==> config.mk <==
export PLATFORM = sky130hd
export DESIGN_NAME = dma_regwin
export DESIGN_NICKNAME = d
export VERILOG_FILES = /design/src/rtl/dma_regwin_pkg.sv /design/src/rtl/dma_regwin_dec.sv /design/src/rtl/dma_regwin_chan.sv /design/src/rtl/dma_regwin.sv
export SDC_FILE = /design/constraint.sdc
export NUM_CORES = 1
export LEC_CHECK = 0
export CAP_MARGIN = 10
export CORE_UTILIZATION = 31
export DETAILED_ROUTE_END_ITERATION = 8
export HOLD_SLACK_MARGIN = 0.12
export PLACE_DENSITY = 0.89
export SLEW_MARGIN = 25
export SYNTH_ARGS = -nofsm -noshare
export SYNTH_HDL_FRONTEND = slang
export SYNTH_SLANG_ARGS = --single-unit
==> constraint.sdc <==
create_clock -name clk -period 3.1 [get_ports clk]
set_clock_uncertainty 0.2 [all_clocks]
set_input_delay 0.465 -clock clk [delete_from_list [all_inputs] [get_ports clk]]
set_output_delay 0.465 -clock clk [all_outputs]
set_load 0.03 [all_outputs]
==> src/rtl/dma_regwin_pkg.sv <==
package dma_regwin_pkg;

    typedef enum logic [1:0] {
        SEL_CMD  = 2'd0,
        SEL_MODE = 2'd1,
        SEL_STAT = 2'd2,
        SEL_TIM  = 2'd3
    } reg_sel_e;

    localparam logic [7:0] CMD_KEEP  = 8'h09;
    localparam logic [7:0] STAT_RW   = 8'h60;
    localparam logic [7:0] STAT_W1C  = 8'h06;
    localparam logic [7:0] MODE_BLK  = 8'h30;
    localparam int         ERR_BIT   = 1;
    localparam int         IRQ_BIT   = 2;
    localparam int         START_BIT = 0;
    localparam int         DIR_BIT   = 3;

    typedef struct packed {
        logic [7:0] cmd;
        logic [7:0] stat;
    } chan_regs_t;

endpackage

==> src/rtl/dma_regwin_dec.sv <==
module dma_regwin_dec
    import dma_regwin_pkg::*;
#(
    parameter int CH_BITS = 1,
    parameter int ADDR_W  = CH_BITS + 3
) (
    input  logic               acc_valid,
    input  logic [ADDR_W-1:0]  acc_addr,
    input  logic [1:0]         acc_size,
    output logic               reg_hit,
    output logic               wide_hit,
    output logic               fwd_hit,
    output logic [CH_BITS-1:0] chan,
    output reg_sel_e           sel
);

    logic upper_half;

    always_comb begin
        upper_half = acc_addr[2];
        chan       = acc_addr[ADDR_W-1:3];
        sel        = reg_sel_e'(acc_addr[1:0]);
        fwd_hit    = acc_valid && upper_half;
        reg_hit    = acc_valid && !upper_half && (acc_size == 2'd0);
        wide_hit   = acc_valid && !upper_half && (acc_size != 2'd0);
    end

endmodule

==> src/rtl/dma_regwin_chan.sv <==
module dma_regwin_chan
    import dma_regwin_pkg::*;
(
    input  logic       clk,
    input  logic       rst_n,
    input  logic       wr_cmd,
    input  logic       wr_stat,
    input  logic [7:0] wdata,
    input  logic       active,
    input  logic       err_set,
    input  logic       irq_set,
    output logic [7:0] cmd_rd,
    output logic [7:0] stat_rd,
    output logic       start,
    output logic       dir
);

    chan_regs_t regs_d, regs_q;

    always_comb begin
        regs_d = regs_q;
        if (wr_cmd) begin
            regs_d.cmd = wdata & CMD_KEEP;
        end
        if (wr_stat) begin
            regs_d.stat = (wdata & STAT_RW) | (regs_q.stat & ~wdata & STAT_W1C);
        end
        if (err_set) begin
            regs_d.stat[ERR_BIT] = 1'b1;
        end
        if (irq_set) begin
            regs_d.stat[IRQ_BIT] = 1'b1;
        end
    end

    always_ff @(posedge clk) begin
        if (!rst_n) begin
            regs_q <= '0;
        end else begin
            regs_q <= regs_d;
        end
    end

    assign cmd_rd  = regs_q.cmd;
    assign stat_rd = {regs_q.stat[7:1], active};
    assign start   = regs_q.cmd[START_BIT];
    assign dir     = regs_q.cmd[DIR_BIT];

    // storage bits move only on a status write
    a_r4_rw_hold: assert property (@(posedge clk) disable iff (!rst_n)
        !wr_stat |=> $stable(stat_rd[6:5]));

    // a one written to the error bit clears it unless an event arrives
    a_r5_w1c_clear: assert property (@(posedge clk) disable iff (!rst_n)
        (wr_stat && wdata[ERR_BIT] && !err_set) |=> !stat_rd[ERR_BIT]);

    // events set their flag, regardless of a concurrent clear
    a_r6_err_set: assert property (@(posedge clk) disable iff (!rst_n)
        err_set |=> stat_rd[ERR_BIT]);

    a_r6_irq_set: assert property (@(posedge clk) disable iff (!rst_n)
        irq_set |=> stat_rd[IRQ_BIT]);

    // command register changes only on a command write
    a_r8_cmd_hold: assert property (@(posedge clk) disable iff (!rst_n)
        !wr_cmd |=> $stable(cmd_rd));

endmodule

==> src/rtl/dma_regwin.sv <==
module dma_regwin
    import dma_regwin_pkg::*;
#(
    parameter int NCHAN  = 2,
    parameter int DATA_W = 32,
    localparam int CH_BITS = $clog2(NCHAN),
    localparam int ADDR_W  = CH_BITS + 3,
    localparam int NBYTES  = DATA_W / 8
) (
    input  logic                  clk,
    input  logic                  rst_n,
    input  logic                  acc_valid,
    input  logic                  acc_write,
    input  logic [ADDR_W-1:0]     acc_addr,
    input  logic [1:0]            acc_size,
    input  logic [DATA_W-1:0]     acc_wdata,
    output logic [DATA_W-1:0]     acc_rdata,
    input  logic [NCHAN-1:0]      eng_active,
    input  logic [NCHAN-1:0]      eng_err_set,
    input  logic [NCHAN-1:0]      eng_irq_set,
    output logic [NCHAN-1:0]      dma_start,
    output logic [NCHAN-1:0]      dma_dir,
    input  logic [7:0]            cfg_mode_in,
    output logic                  cfg_mode_wr,
    output logic [7:0]            cfg_mode_wdata,
    input  logic [NCHAN*8-1:0]    cfg_tim_in,
    output logic [NCHAN-1:0]      cfg_tim_wr,
    output logic [7:0]            cfg_tim_wdata,
    output logic                  fwd_valid,
    output logic                  fwd_write,
    output logic [CH_BITS-1:0]    fwd_chan,
    output logic [1:0]            fwd_off,
    output logic [1:0]            fwd_size,
    output logic [DATA_W-1:0]     fwd_wdata,
    input  logic [DATA_W-1:0]     fwd_rdata
);

    logic               reg_hit, wide_hit, fwd_hit;
    logic [CH_BITS-1:0] chan;
    reg_sel_e           sel;

    logic [NCHAN-1:0]   wr_cmd, wr_stat;
    logic [7:0]         cmd_rd  [NCHAN];
    logic [7:0]         stat_rd [NCHAN];
    logic [7:0]         byte_rd;
    logic               reg_wr;

    dma_regwin_dec #(
        .CH_BITS (CH_BITS),
        .ADDR_W  (ADDR_W)
    ) u_dec (
        .acc_valid (acc_valid),
        .acc_addr  (acc_addr),
        .acc_size  (acc_size),
        .reg_hit   (reg_hit),
        .wide_hit  (wide_hit),
        .fwd_hit   (fwd_hit),
        .chan      (chan),
        .sel       (sel)
    );

    assign reg_wr = reg_hit && acc_write;

    for (genvar c = 0; c < NCHAN; c++) begin : g_chan
        assign wr_cmd[c]  = reg_wr && (chan == c) && (sel == SEL_CMD);
        assign wr_stat[c] = reg_wr && (chan == c) && (sel == SEL_STAT);

        dma_regwin_chan u_chan (
            .clk     (clk),
            .rst_n   (rst_n),
            .wr_cmd  (wr_cmd[c]),
            .wr_stat (wr_stat[c]),
            .wdata   (acc_wdata[7:0]),
            .active  (eng_active[c]),
            .err_set (eng_err_set[c]),
            .irq_set (eng_irq_set[c]),
            .cmd_rd  (cmd_rd[c]),
            .stat_rd (stat_rd[c]),
            .start   (dma_start[c]),
            .dir     (dma_dir[c])
        );

        assign cfg_tim_wr[c] = reg_wr && (chan == c) && (sel == SEL_TIM);
    end

    // configuration-space strobes
    always_comb begin
        cfg_mode_wr    = reg_wr && (sel == SEL_MODE);
        cfg_mode_wdata = cfg_mode_wr
                       ? ((cfg_mode_in & ~MODE_BLK) | (acc_wdata[7:0] & MODE_BLK))
                       : 8'h00;
        cfg_tim_wdata  = (|cfg_tim_wr) ? acc_wdata[7:0] : 8'h00;
    end

    // address-register forwarding
    always_comb begin
        fwd_valid = fwd_hit;
        fwd_write = fwd_hit && acc_write;
        fwd_chan  = fwd_hit ? chan : '0;
        fwd_off   = fwd_hit ? acc_addr[1:0] : 2'b00;
        fwd_size  = fwd_hit ? acc_size : 2'b00;
        fwd_wdata = fwd_hit ? acc_wdata : '0;
    end

    // read path
    always_comb begin
        unique case (sel)
            SEL_CMD:  byte_rd = cmd_rd[chan];
            SEL_MODE: byte_rd = cfg_mode_in;
            SEL_STAT: byte_rd = stat_rd[chan];
            default:  byte_rd = cfg_tim_in[chan*8 +: 8];
        endcase

        acc_rdata = '0;
        if (acc_valid && !acc_write) begin
            if (fwd_hit) begin
                acc_rdata = fwd_rdata;
            end else if (wide_hit) begin
                for (int b = 0; b < NBYTES; b++) begin
                    if (acc_size == 2'd1) begin
                        if (b < 2) acc_rdata[b*8 +: 8] = 8'hFF;
                    end else begin
                        acc_rdata[b*8 +: 8] = 8'hFF;
                    end
                end
            end else begin
                acc_rdata[7:0] = byte_rd;
            end
        end
    end

    // a wide access to a register byte raises no configuration strobe
    a_r2_wide_quiet: assert property (@(posedge clk) disable iff (!rst_n)
        (acc_valid && !acc_addr[2] && acc_size != 2'd0) |-> (!cfg_mode_wr && cfg_tim_wr == '0));

    // the merged mode byte keeps every bit outside the block field
    a_r9_mode_keep: assert property (@(posedge clk) disable iff (!rst_n)
        cfg_mode_wr |-> ((cfg_mode_wdata & ~MODE_BLK) == (cfg_mode_in & ~MODE_BLK)));

    // forwarding and configuration strobes never coincide
    a_r11_fwd_excl: assert property (@(posedge clk) disable iff (!rst_n)
        $onehot0({fwd_valid, cfg_mode_wr, |cfg_tim_wr}));

    // a read raises no write strobe
    a_r12_read_quiet: assert property (@(posedge clk) disable iff (!rst_n)
        (acc_valid && !acc_write) |-> (!cfg_mode_wr && cfg_tim_wr == '0 && !fwd_write));

endmodule

==> run summary, run 1 <==
Status: complete, no violations
Largest net degree at the start of global routing: 60
Worst-Margin Slew: 0.6430 ns
Pwr/cell area: 203.6 mW/mm^2
Worst setup EP type: output pin
Clk buf depth: 2
Rows: 27
Critical path class: input port to output pin
Main combinational cell family by area after synthesis: simple AND/OR/NAND/NOR gates
Compound-cell area share of the yosys netlist: 0.2757
Placer Congestion: 0.7491
Post-route minimum period: 2.849 ns
Final Max Tran Viols: 0
Initial Util: 0.3222
Crit path largest cell delay: 0.58 ns
Post-CTS Setup Inserts: 0
DRC Markers: 0
Die area: 0.006030 mm^2
CTS tree: built
Post-synthesis xor/xnor area fraction: 0
Clk_lat worst skew: 0.24 ns
Starting DRT DRC Count: 92
EDFF count, synth: 0
Critical Path Start Type: input port
Initial antenna violation count: 0
Fraction of registers with async set/reset: 0
Yosys top cell by area: dfxtp_1
Pleak: 0.001807 uW
Share of post-route cells with drive strength above 1: 0.2913
Wire per inst: 16.03 um
Netlist Area Pre-Place: 0.001774 mm^2
First-pass GRT wire length: 12290 um
Post-synthesis cell type count: 37
Mean post-synth cell area: 7.040 um^2
Vias/cell: 5.055
Synth area leaders: dfxtp_1, and3_1, a21oi_1, inv_1, and2_1
YS warnings: 0
CTS clk-pin slew, worst paths: 0.05 ns
Worst-path fanout max: 12
Worst Hold Class: flop to flop
CP cell instances: clkdlybuf4s50_1, nand4bb_4, nor4_4, and2_1, buf_4
Final hold viol count: 0
Detail Route Antenna Nets: 0
Hold buffers post-CTS: 0
Routed wire length: 8141 um
Setup TNS: 0 ns
Commonest non-fill, non-tap cell in the layout: clkdlybuf4s50_1
Buf/Inv on CP: 2
FF+latch count, synth: 12
Synth top area share: 0.1354
Syn Nets: 356
Fmax: 0.3510 GHz
Synth Area in Adders: 0
GRT Total Usage: 0.2546
Layout area overhead: 107.1%
Clk Tree Root Cell: clkbuf_8
IO Count: 198
Total gr overflow: 0
Mux contribution to synthesized area: 0.08745
Vias in the first global route: 2446
TritonCTS buffer count: 3
Final setup viols: 0
VDD IR-drop max: 0.2167 mV
Most frequent cells in the layout: clkdlybuf4s50_1, buf_4, and3_1
Die X: 77.65 um
N_diodes: 0
Drt first pass iters: 6
Core Area: 0.005507 mm^2
Pre-CTS setup slack: 0.2450 ns
Post-cts gate resize count: 0
Unrepaired setup endpoints after global routing: no
Vias: 2568
Max_cap viols: 0
IO buf count: 197
Rel. slew slack: 0.5687
Highest-delay cell along the critical path: clkdlybuf4s50_1
# clock sinks: 12
Final nets: 542
Post-route setup slack: 0.2509 ns
Critical Path AT: 2.18 ns
Cells after synthesis: 252
Ys flop type: dfxtp_1
CTS H-tree lvls: 1
CP delay by family, top: simple AND/OR/NAND/NOR gates
Die H: 77.65 um
Hpwl dp: 6450 um
Post-synthesis simple-gate area fraction: 0.3420
Sequential share of the synthesized area: 0.1354
CP required: 2.43 ns
Period utilisation layout: 0.9191
layout make-up:
class	count	area [um^2]
inverter	32	120.1
timing repair buffer	209	1932
sequential	12	240.2
tap	72	90.09
fill	462	1832
clock buffer	3	41.29
multi-input combinational	180	1251
state kept, by name, indices dropped and copies added (netlist names):
name	count
g_chan.u_chan.cmd_rd	4
g_chan.u_chan.stat_rd	8
worst reg2reg max path, delay by kind of cell (launching register included):
family,cells,cell delay [ns]
DFF,1,0.34
AOI/OAI and AO/OA,2,0.27
layer usage:
layer  track usage  wire (um)
met5             0          0
met4       0.06415        123
met3       0.05529        688
met2        0.4743       4168
met1        0.2900       3160
cells in the mapped netlist (2+ instances only):
cell type and number:
and3_1 38, a21oi_1 37, inv_1 32, and2_1 18
o21ai_0 15, dfxtp_1 12, mux2i_1 11, clkbuf_1 10
nand3_1 9, a31oi_1 7, buf_2 7, buf_4 7
o221a_2 6, mux2_2 4, nor2_1 4, o21bai_1 4
buf_6 3, o21ai_2 3, a211oi_1 2, nand2b_1 2
nor2b_1 2, nor4_4 2, nor4b_2 2, o21ai_1 2
path summary, 6_finish.rpt:
kind                                                  from                          to  slack (ns)  cells after the start
worst min register to register  g_chan[1].u_chan.cmd_rd[3]  g_chan[1].u_chan.cmd_rd[3]        0.28                      2
worst min-delay path            g_chan[1].u_chan.cmd_rd[3]  g_chan[1].u_chan.cmd_rd[3]        0.28                      2
worst max register to register  g_chan[0].u_chan.cmd_rd[3]  g_chan[0].u_chan.cmd_rd[3]        2.23                      2
worst max-delay path                             acc_write            cfg_tim_wdata[0]        0.25                      5
cells by family (layout without fill, tap and decap cells):
group | Yosys count | after routing
simple gates | 85 | 85
compound gates | 80 | 80
buf+inv | 60 | 244
mux | 15 | 15
flops | 12 | 12
where the power goes:
part | internal [uW] | total (uW) | leakage [uW] | switching, uW
clock network | 85.3 | 138 | 0.0000216 | 53.0
registers | 159 | 161 | 0.0000980 | 2.06
logic | 230 | 449 | 0.00169 | 220
total | 474 | 748 | 0.00181 | 275
per-stage QoR:
step                      hold WS (ns)  cells  utilization  area [um^2]  total power (uW)
after floorplan                 0.2491    252            -         1774             369.4
after global placement          0.2724    505       0.6599         3633             603.7
after global routing            0.3028    508       0.6673         3675             780.8
after CTS                       0.2861    508       0.6673         3675             748.1
after detailed placement        0.2800    505       0.6599         3633             610.2
final                           0.2809    508       0.6673         3675             748.2
Note: power is estimated with default switching activity, not from simulation.
==> run 2: changes to the inputs <==
--- a/config.mk
+++ b/config.mk
@@ -6,10 +6,12 @@
 export NUM_CORES = 1
 export LEC_CHECK = 0
 export CAP_MARGIN = 10
-export CORE_UTILIZATION = 31
+export CORE_UTILIZATION = 28
+export CTS_CLUSTER_DIAMETER = 150
 export DETAILED_ROUTE_END_ITERATION = 8
 export HOLD_SLACK_MARGIN = 0.12
-export PLACE_DENSITY = 0.89
+export PLACE_DENSITY = 0.82
+export REMOVE_ABC_BUFFERS = 1
 export SLEW_MARGIN = 25
 export SYNTH_ARGS = -nofsm -noshare
 export SYNTH_HDL_FRONTEND = slang
==> constraint.sdc (replaced) <==
create_clock -name clk -period 2.82 [get_ports clk]
set_clock_uncertainty 0.2 [all_clocks]
set_input_delay 0.423 -clock clk [delete_from_list [all_inputs] [get_ports clk]]
set_output_delay 0.423 -clock clk [all_outputs]
set_load 0.03 [all_outputs]
==> run 2 against run 1 <==
  * Count of clock-buffer cells in the layout stayed put
  * Largest power group unchanged
  * Wire length is 1.5% higher
  * Critical path depth is 1 higher
==> run summary, run 2 (synthesized netlist as in run 1, its figures left out) <==
Detail Route Antenna Nets: 0 (unchanged)
Clk buf depth: 2 (unchanged)
Most frequent cells in the layout: clkdlybuf4s50_1, buf_4, and3_1
Highest-delay cell along the critical path: clkdlybuf4s50_1
Hpwl dp: 6501 um (+0.79%)
Period utilisation layout: 0.9640
Post-cts gate resize count: 0 (unchanged)
Final Max Tran Viols: 0 (unchanged)
Critical path class: input port to output pin
Die H: 81.60 um (+5.1%)
Core Area: 0.006026 mm^2 (+9.4%)
Clk_lat worst skew: 0.24 ns (about the same)
Area after DPL: 0.003585 mm^2 (-1.3%)
CTS H-tree lvls: 1 (unchanged)
Post-Layout Inst Area: 0.003641 mm^2 (-0.92%)
Rel. slew slack: 0.5716 (+0.002904)
Die area: 0.006659 mm^2 (+10%)
Worst Hold Class: flop to flop
Max_cap viols: 0 (unchanged)
Starting DRT DRC Count: 98 (+6.5%)
Util after Layout: 0.6042 (-0.06311)
CP cell instances: clkdlybuf4s50_1, buf_4, o31a_1, a31oi_1, a31oi_1, buf_4
Max reg flops: 8 (unchanged)
Status: complete, no violations
Vias/cell: 4.994 (-1.2%)
Share of post-route cells with drive strength above 1: 0.2993 (+0.008035)
VDD IR-drop max: 0.1929 mV (-11%)
Largest net degree at the start of global routing: 34 (-43%)
Layout area overhead: 105.2%
Final nets: 547 (+0.92%)
CTS clk-pin slew, worst paths: 0.05 ns (about the same)
Part of the power in registers: 0.215 (about the same)
Setup TNS: 0 ns (unchanged)
Worst-Margin Slew: 0.6424 ns (-0.0005744 ns)
Pleak: 0.001812 uW (+0.31%)
Worst-path fanout max: 8 (-4)
Crit path largest cell delay: 0.57 ns (about the same)
# clock sinks: 12 (unchanged)
IO Count: 198 (unchanged)
Worst setup EP type: output pin
Vias in the first global route: 2268 (-7.3%)
Fmax: 0.3679 GHz
Vias: 2577 (+0.35%)
Rows: 28 (+3.7%)
Total gr overflow: 0 (unchanged)
Final hold viol count: 0 (unchanged)
Clk Tree Root Cell: clkbuf_8
Critical Path Start Type: input port
DRC Markers: 0 (unchanged)
First-pass GRT wire length: 11620 um (-5.4%)
Combinational Power Share: 0.592 (-0.009)
GRT Total Usage: 0.2253 (-0.02927)
CP required: 2.20 ns (-0.23 ns)
Critical Path AT: 2.10 ns (-0.08 ns)
CTS tree: built
Pwr/cell area: 225.3 mW/mm^2 (+11%)
TritonCTS buffer count: 3 (unchanged)
Psw: 305.1 uW (+11%)
IO buf count: 197 (unchanged)
Die X: 81.60 um (+5.1%)
Unrepaired setup endpoints after global routing: no
Post-route minimum period: 2.718 ns
Wire per inst: 16.01 um (about the same)
Commonest non-fill, non-tap cell in the layout: clkdlybuf4s50_1
Final setup viols: 0 (unchanged)
P_int: 515.2 uW (+8.8%)
Drt first pass iters: 4 (-2)
Initial antenna violation count: 0 (unchanged)
Placer Congestion: 0.8351 (+11%)
Routed wire length: 8262 um (+1.5%)
Clock group share of total power: 0.192 (+0.007)
Switching share of power: 0.3719 (+0.004829)
Initial Util: 0.2944 (-0.02776)
Buf/Inv on CP: 3 (+1)
CP delay by family, top: buffers and inverters
N_diodes: 0 (unchanged)
==> run 2: cell count changes in the layout (fill, tap and decap cells not counted) <==
cell	delta
buf_4	+11
buf_12	-6
==> run 2: what timing repair did <==
item                                   in CTS  in global routing
buffers inserted                            0                  2
setup endpoints to repair                   0                  1
hold buffers                                0                  0
endpoints found under the hold margin       0                  0
==> run 2: per-stage QoR <==
| stage | std cells | hold WS [ns] | setup WS (ns) | total power (uW) |
|---|---|---|---|---|
| after global placement | 511 | 0.2737 | 0.1384 | 658.6 |
| after detailed placement | 511 | 0.2799 | 0.1059 | 663.5 |
| final | 516 | 0.2881 | 0.1016 | 820.3 |
| after global routing | 516 | 0.3232 | 0.02808 | 865.5 |
| after CTS | 514 | 0.2902 | 0.1036 | 822.5 |
| after floorplan | 224 | 0.2535 | 0.5404 | 367.2 |
==> run 2: layout make-up <==
| class | instances | area [um^2] |
|---|---|---|
| Clock buffer | 3 | 41.29 |
| Fill cell | 573 | 2385 |
| Inverter | 32 | 120.1 |
| Multi-Input combinational cell | 180 | 1251 |
| Sequential cell | 12 | 240.2 |
| Tap cell | 75 | 93.84 |
| Timing Repair Buffer | 214 | 1894 |
==> run 2: power by group through the flow <==
stage | clock [uW] | combinational, uW | sequential [uW]
floorplan | 0 | 188 | 179
global placement | 0 | 479 | 180
detailed placement | 0 | 484 | 180
CTS | 161 | 486 | 176
global route | 170 | 519 | 176
finish | 158 | 486 | 176
==> run 2: metal layers <==
| layer | wire, um | global-route usage | up-vias |
|---|---|---|---|
| li1 | - | - | 1277 |
| met1 | 3429 | 0.2937 | 1192 |
| met2 | 4134 | 0.3925 | 103 |
| met3 | 634 | 0.03000 | 5 |
| met4 | 63 | 0.04737 | 0 |
| met5 | 0 | 0 | - |
==> run 2: worst register-to-register path: stages, from the launching register on <==
cell	delay [ns]
dfxtp_1	0.35
o21ai_0	0.10
a31oi_1	0.16
==> run 2: worst paths after layout <==
path / startpoint / endpoint / slack (ns) / depth (start not counted)
worst max-delay path: acc_valid / acc_rdata[0] / 0.10 / 6
worst min-delay path: g_chan[0].u_chan.stat_rd[5] / g_chan[0].u_chan.stat_rd[5] / 0.29 / 2
worst max register to register: g_chan[0].u_chan.stat_rd[2] / g_chan[0].u_chan.stat_rd[2] / 1.94 / 2
worst min register to register: g_chan[0].u_chan.stat_rd[5] / g_chan[0].u_chan.stat_rd[5] / 0.29 / 2
